[src/rtl/secded_pkg.sv]
package secded_pkg;

  // Number of Hamming bits P is the smallest with 2^P >= DW+P+1; width adds the overall parity bit.
  function automatic int chk_width(input int dw);
    for (int p = 2; p < 32; p++) begin
      if ((1 << p) >= dw + p + 1) return p + 1;
    end
    return 32;
  endfunction

  // Codeword position of data bit idx: the idx-th non-power-of-two position from 3 upward.
  function automatic int data_pos(input int idx);
    int cnt;
    cnt = 0;
    for (int p = 3; p < 8192; p++) begin
      if ((p & (p - 1)) != 0) begin
        if (cnt == idx) return p;
        cnt++;
      end
    end
    return 0;
  endfunction

endpackage

[src/rtl/secded_syndrome.sv]
module secded_syndrome #(
  parameter int DATA_W = 64,
  parameter int CHK_W  = secded_pkg::chk_width(DATA_W)
) (
  input  logic [DATA_W-1:0] data,
  input  logic [CHK_W-1:0]  chk,
  output logic [CHK_W-2:0]  syn,
  output logic              par_odd
);
  localparam int P = CHK_W - 1;

  function automatic logic [DATA_W-1:0] col_mask(input int j);
    logic [DATA_W-1:0] m;
    for (int i = 0; i < DATA_W; i++) begin
      m[i] = ((secded_pkg::data_pos(i) >> j) & 1) == 1;
    end
    return m;
  endfunction

  for (genvar j = 0; j < P; j++) begin : g_syn
    localparam logic [DATA_W-1:0] MASK = col_mask(j);
    assign syn[j] = (^(data & MASK)) ^ chk[j];
  end

  // Odd parity over the whole received codeword means an odd number of flips.
  assign par_odd = (^data) ^ (^chk);

endmodule

[src/rtl/secded_fix.sv]
module secded_fix #(
  parameter int DATA_W = 64,
  parameter int P      = 7
) (
  input  logic [DATA_W-1:0] data,
  input  logic [P-1:0]      syn,
  input  logic              par_odd,
  input  logic              fix_en,
  output logic [DATA_W-1:0] data_out,
  output logic              single_err,
  output logic              multi_err
);
  logic [DATA_W-1:0] hit;
  logic              syn_zero;
  logic              syn_chk;
  logic              placeable;

  for (genvar i = 0; i < DATA_W; i++) begin : g_hit
    localparam int POS = secded_pkg::data_pos(i);
    assign hit[i] = (syn == P'(POS));
  end

  assign syn_zero  = (syn == '0);
  assign syn_chk   = ($countones(syn) == 1);
  assign placeable = syn_zero || syn_chk || (|hit);

  always_comb begin
    single_err = par_odd && placeable;
    multi_err  = (!par_odd && !syn_zero) || (par_odd && !placeable);
    data_out   = data;
    if (fix_en && par_odd) data_out = data ^ hit;
  end

endmodule

[src/rtl/secded_vec_acc.sv]
module secded_vec_acc #(
  parameter int BEATS = 8,
  parameter int IDX_W = $clog2(BEATS)
) (
  input  logic             clk,
  input  logic             rst,
  input  logic             beat_vld,
  input  logic             beat_user,
  input  logic [IDX_W-1:0] beat_idx,
  input  logic             beat_sbe,
  input  logic             beat_dbe,
  output logic [BEATS-1:0] sbe_vec,
  output logic [BEATS-1:0] dbe_vec
);
  logic [BEATS-1:0] acc_s, acc_d;
  logic [BEATS-1:0] nxt_s, nxt_d;
  logic [BEATS-1:0] sel;

  always_comb begin
    sel   = '0;
    sel[beat_idx] = 1'b1;
    nxt_s = (beat_idx == '0) ? '0 : acc_s;
    nxt_d = (beat_idx == '0) ? '0 : acc_d;
    if (beat_sbe) nxt_s = nxt_s | sel;
    if (beat_dbe) nxt_d = nxt_d | sel;
  end

  always_ff @(posedge clk) begin
    if (rst) begin
      acc_s   <= '0;
      acc_d   <= '0;
      sbe_vec <= '0;
      dbe_vec <= '0;
    end else begin
      if (beat_vld) begin
        acc_s <= nxt_s;
        acc_d <= nxt_d;
      end
      sbe_vec <= (beat_vld && beat_user) ? nxt_s : '0;
      dbe_vec <= (beat_vld && beat_user) ? nxt_d : '0;
    end
  end

endmodule

[src/rtl/secded_rd_path.sv]
module secded_rd_path #(
  parameter int DATA_W = 64,
  parameter int BEATS  = 8,
  parameter int CHK_W  = secded_pkg::chk_width(DATA_W)
) (
  input  logic              clk,
  input  logic              rst,
  input  logic              corr_en,
  input  logic              in_vld,
  input  logic              in_rmw,
  input  logic [DATA_W-1:0] in_data,
  input  logic [CHK_W-1:0]  in_chk,
  output logic              out_vld,
  output logic              rmw_vld,
  output logic [DATA_W-1:0] out_data,
  output logic [BEATS-1:0]  sbe_vec,
  output logic [BEATS-1:0]  dbe_vec
);
  localparam int P     = CHK_W - 1;
  localparam int IDX_W = (BEATS > 1) ? $clog2(BEATS) : 1;
  localparam logic [IDX_W-1:0] LAST = IDX_W'(BEATS - 1);

  // Input-side beat position
  logic [IDX_W-1:0] in_idx;
  always_ff @(posedge clk) begin
    if (rst)         in_idx <= '0;
    else if (in_vld) in_idx <= (in_idx == LAST) ? '0 : in_idx + 1'b1;
  end

  // Stage 1: syndrome
  logic [P-1:0]      syn_c;
  logic              par_c;
  logic              s1_vld, s1_rmw, s1_cen, s1_par;
  logic [IDX_W-1:0]  s1_idx;
  logic [DATA_W-1:0] s1_data;
  logic [P-1:0]      s1_syn;

  secded_syndrome #(.DATA_W(DATA_W), .CHK_W(CHK_W)) u_syn (
    .data    (in_data),
    .chk     (in_chk),
    .syn     (syn_c),
    .par_odd (par_c)
  );

  always_ff @(posedge clk) begin
    if (rst) s1_vld <= 1'b0;
    else     s1_vld <= in_vld;
    s1_rmw  <= in_rmw;
    s1_cen  <= corr_en;
    s1_idx  <= in_idx;
    s1_data <= in_data;
    s1_syn  <= syn_c;
    s1_par  <= par_c;
  end

  // Stage 2: correction and classification
  logic [DATA_W-1:0] fix_data;
  logic              fix_sbe, fix_dbe;

  secded_fix #(.DATA_W(DATA_W), .P(P)) u_fix (
    .data       (s1_data),
    .syn        (s1_syn),
    .par_odd    (s1_par),
    .fix_en     (s1_cen),
    .data_out   (fix_data),
    .single_err (fix_sbe),
    .multi_err  (fix_dbe)
  );

  always_ff @(posedge clk) begin
    if (rst) begin
      out_vld <= 1'b0;
      rmw_vld <= 1'b0;
    end else begin
      out_vld <= s1_vld && !s1_rmw;
      rmw_vld <= s1_vld && s1_rmw;
    end
    out_data <= fix_data;
  end

  secded_vec_acc #(.BEATS(BEATS), .IDX_W(IDX_W)) u_vec (
    .clk       (clk),
    .rst       (rst),
    .beat_vld  (s1_vld),
    .beat_user (!s1_rmw),
    .beat_idx  (s1_idx),
    .beat_sbe  (fix_sbe),
    .beat_dbe  (fix_dbe),
    .sbe_vec   (sbe_vec),
    .dbe_vec   (dbe_vec)
  );

endmodule

[config.mk]
export PLATFORM = sky130hd
export DESIGN_NAME = secded_rd_path
export DESIGN_NICKNAME = d
export VERILOG_FILES = /design/src/rtl/secded_pkg.sv /design/src/rtl/secded_syndrome.sv /design/src/rtl/secded_fix.sv /design/src/rtl/secded_vec_acc.sv /design/src/rtl/secded_rd_path.sv
export SDC_FILE = /design/constraint.sdc
export NUM_CORES = 1
export LEC_CHECK = 0
export BUFFER_PORTS_ARGS = -buffer_cell sky130_fd_sc_hd__buf_2
export CORE_MARGIN = 1.5
export CORE_UTILIZATION = 50
export CTS_CLUSTER_SIZE = 28
export DETAILED_ROUTE_END_ITERATION = 7
export GPL_TIMING_DRIVEN = 0
export PLACE_DENSITY_LB_ADDON = 0.25
export SLEW_MARGIN = 20
export SYNTH_ARGS = -nofsm -noshare
export SYNTH_HDL_FRONTEND = slang
export SYNTH_SLANG_ARGS = --single-unit
export TNS_END_PERCENT = 50
[constraint.sdc]
create_clock -name clk -period 6.2 [get_ports clk]
set_input_delay 1.24 -clock clk [delete_from_list [all_inputs] [get_ports clk]]
set_output_delay 1.24 -clock clk [all_outputs]
set_load 0.01 [all_outputs]
==> run summary <==
maxcap violations = 0
commonest cells after routing, fill and taps aside = 179 x dfxtp_1, 166 x buf_2, 123 x xnor2_1
Final period util = 60.9%
Setup Skew = 8.44 ps
final setup vio count = 0
Req. time, crit path = 6560 ps
drt drc = 0
Yosys cell types = 51
RePlAce Congestion = 0.895
Ant. Diodes = 0
CP peak stage delay = 530 ps
Worst path slowest cell = fa_1
post-route ant nets = 0
Worst IR Drop VDD = 237 µV
YS warnings = 0
clk_lat worst skew = 430 ps
Post-synth ARST share = 0%
top-area cell type share of the netlist area = 49.2%
Layout area overhead = 22.1%
Startpoint Class = register
CTS sink count = 179
outcome = finished, final reports clean
commonest non-fill, non-tap cell in the layout = dfxtp_1
Worst setup EP type = register
Reg power frac = 32.8%
DP HPWL = 13500 µm
Worst-path clk slew = 70 ps
initial antenna violation count = 1
clock root buffer = clkbuf_16
clock buffer depth = 2
Seq/Total Area, Yosys = 49.2%
Worst slew margin = 42.9%
cells resized by post-CTS repair = 0
first-pass GRT wire length = 27200 µm
area of the mapped netlist = 7290 µm²
DR iter-0 viols = 363
Clk network pwr share = 26.7%
Mapped Nets = 821
crit-path cells = ha_1, clkbuf_1, inv_1, fa_1, fa_1, a2111oi_0, a21oi_1, o221ai_2, o41ai_4, or4_1, a21oi_1
core area = 14000 µm²
chip height = 124 µm
Ports = 159
number of hold buffers added after CTS = 0
Period minus WS final = 3770 ps
top cells by area, synth = dfxtp_1 49%, xnor2_1 15%, xor2_1 10%
Final TNS setup = 0 ps
Post-synth EDFFs = 0
Starting Density = 51.9%
FP Rows = 43
largest net degree at the start of global routing = 17
Hold Violations, Final = 0
Arr. time, crit path = 4140 ps
DRT Wirelength = 17900 µm
vias in the first global route = 5159
Finished Core Util = 63.4%
# nets final = 998
leading area contributor after synthesis = dfxtp_1
Logic pwr share = 40.6%
DR WL/cell = 16.3 µm
Setup CP Type = reg -> reg
Switching Fraction = 36.6%
CTS buffer count = 17
crit-path max FO = 10
ys flop type = dfxtp_1
Die ar. = 15300 µm²
Pwr Density = 451 nW/µm²
share of post-route cells with drive strength above 1 = 22.8%
internal power = 2540 µW
RSZ-0062 raised after global routing = false
Vias/cell = 4.97
Pleak = 0.00382 µW
DRT Pass-1 Iters = 5
Port Buffers = 158
total vias in the final route = 5442
TritonCTS clock tree = built
Cells after Synth = 725
HP Class = reg -> reg
total power = 4010 µW
f_max = 265 MHz
Synth Register Bits = 179
Worst Path Buf+Inv = 2
Worst Max-Slew Pin Slew = 847 ps
gr ovfl total = 0
GRT Total Usage = 24.1%
r2r setup slk = 2430 ps
Net Sw Power = 1470 µW
Avg Cell Area, Syn = 10.1 µm²
Setup Fix Bufs, Post-CTS = 0
fillers = 1161
H-tree Lvls = 4
cell family with most CP delay = adder cells
Final Max Tran Viols = 0
die width = 124 µm
==> cells by family after synthesis <==
family	share of synthesized area [%]
adders and majority gates	3.57
buffers and inverters	3.28
DFF	49.2
muxes	0.481
AOI/OAI and AO/OA	8.94
and+or+nand+nor	9.68
xor gates and xnor gates	24.9
==> area by class of cell <==
| type | instances | area, µm² | area share (%) |
|---|---|---|---|
| sequential | 179 | 3580 | 40.3 |
| timing repair buffer | 158 | 791 | 8.89 |
| tap | 180 | 225 | 2.53 |
| buffer | 28 | 141 | 1.59 |
| clock inverter | 14 | 153 | 1.72 |
| inverter | 26 | 97.6 | 1.10 |
| clock buffer | 18 | 439 | 4.94 |
| multi-input combinational | 492 | 3470 | 39.0 |
==> synthesized netlist by cell type (2+ instances only) <==
| cell | number |
|---|---|
| a211oi_1 | 3 |
| a21oi_1 | 28 |
| a31oi_1 | 9 |
| a32oi_1 | 2 |
| a41oi_1 | 5 |
| and3_1 | 3 |
| buf_1 | 3 |
| buf_2 | 8 |
| buf_6 | 3 |
| clkbuf_1 | 13 |
| dfxtp_1 | 179 |
| fa_1 | 3 |
| ha_1 | 16 |
| inv_1 | 25 |
| mux2i_1 | 2 |
| nand2_1 | 35 |
| nand2b_1 | 8 |
| nand3_1 | 9 |
| nand4_1 | 3 |
| nor2_1 | 95 |
| nor2b_1 | 3 |
| nor3_1 | 8 |
| o21a_1 | 5 |
| o21ai_0 | 22 |
| o22ai_1 | 3 |
| o31ai_1 | 2 |
| xnor2_1 | 123 |
| xor2_1 | 84 |
==> per-layer routing <==
layer	track usage, %	part of all wire [%]	vias up
met1	30.5	43	2530
met2	39.9	49	188
met5	0	0.073	-
met4	9.12	2.1	2
li1	-	-	2691
met3	5.59	5.8	31
==> flip-flops by register name (all words and copies together), names as in the netlist, 3 cells and up <==
name,cells
out_data,64
s1_data,64
u_vec.acc_d,8
u_vec.acc_s,8
s1_syn,7
u_vec.sbe_vec,8
u_vec.dbe_vec,8
s1_idx,3
in_idx,3
==> final timing paths <==
kind / cells after the start / startpoint / to
setup / recovery: 11 / s1_syn[1]$_DFF_P_ / u_vec.sbe_vec[3]$_SDFF_PP0_
hold / removal: 0 / in_idx[1]$_SDFFE_PP0P_ / s1_idx[1]$_DFF_P_
setup reg to reg: 11 / s1_syn[1]$_DFF_P_ / u_vec.sbe_vec[3]$_SDFF_PP0_
hold reg to reg: 0 / in_idx[1]$_SDFFE_PP0P_ / s1_idx[1]$_DFF_P_
==> power by group through the flow <==
stage / registers [µW] / clock network (µW) / logic (µW)
after floorplan: 1350 / 0 / 1200
after global placement: 1340 / 0 / 1590
after detailed placement: 1340 / 0 / 1610
after CTS: 1310 / 1080 / 1620
after global routing: 1320 / 1130 / 1770
final: 1310 / 1070 / 1630
==> metrics by stage <==
step                hold slack (ps)  cell area (µm²)  setup slack [ps]  instances
finish                          385             8900              2430       1095
global route                    388             8900              2290       1095
CTS                             383             8900              2480       1095
detailed placement              375             8300              2500       1063
global placement                364             8300              2500       1063
floorplan                       355             7290              2960        725
Note: power is estimated with default switching activity, not from simulation.
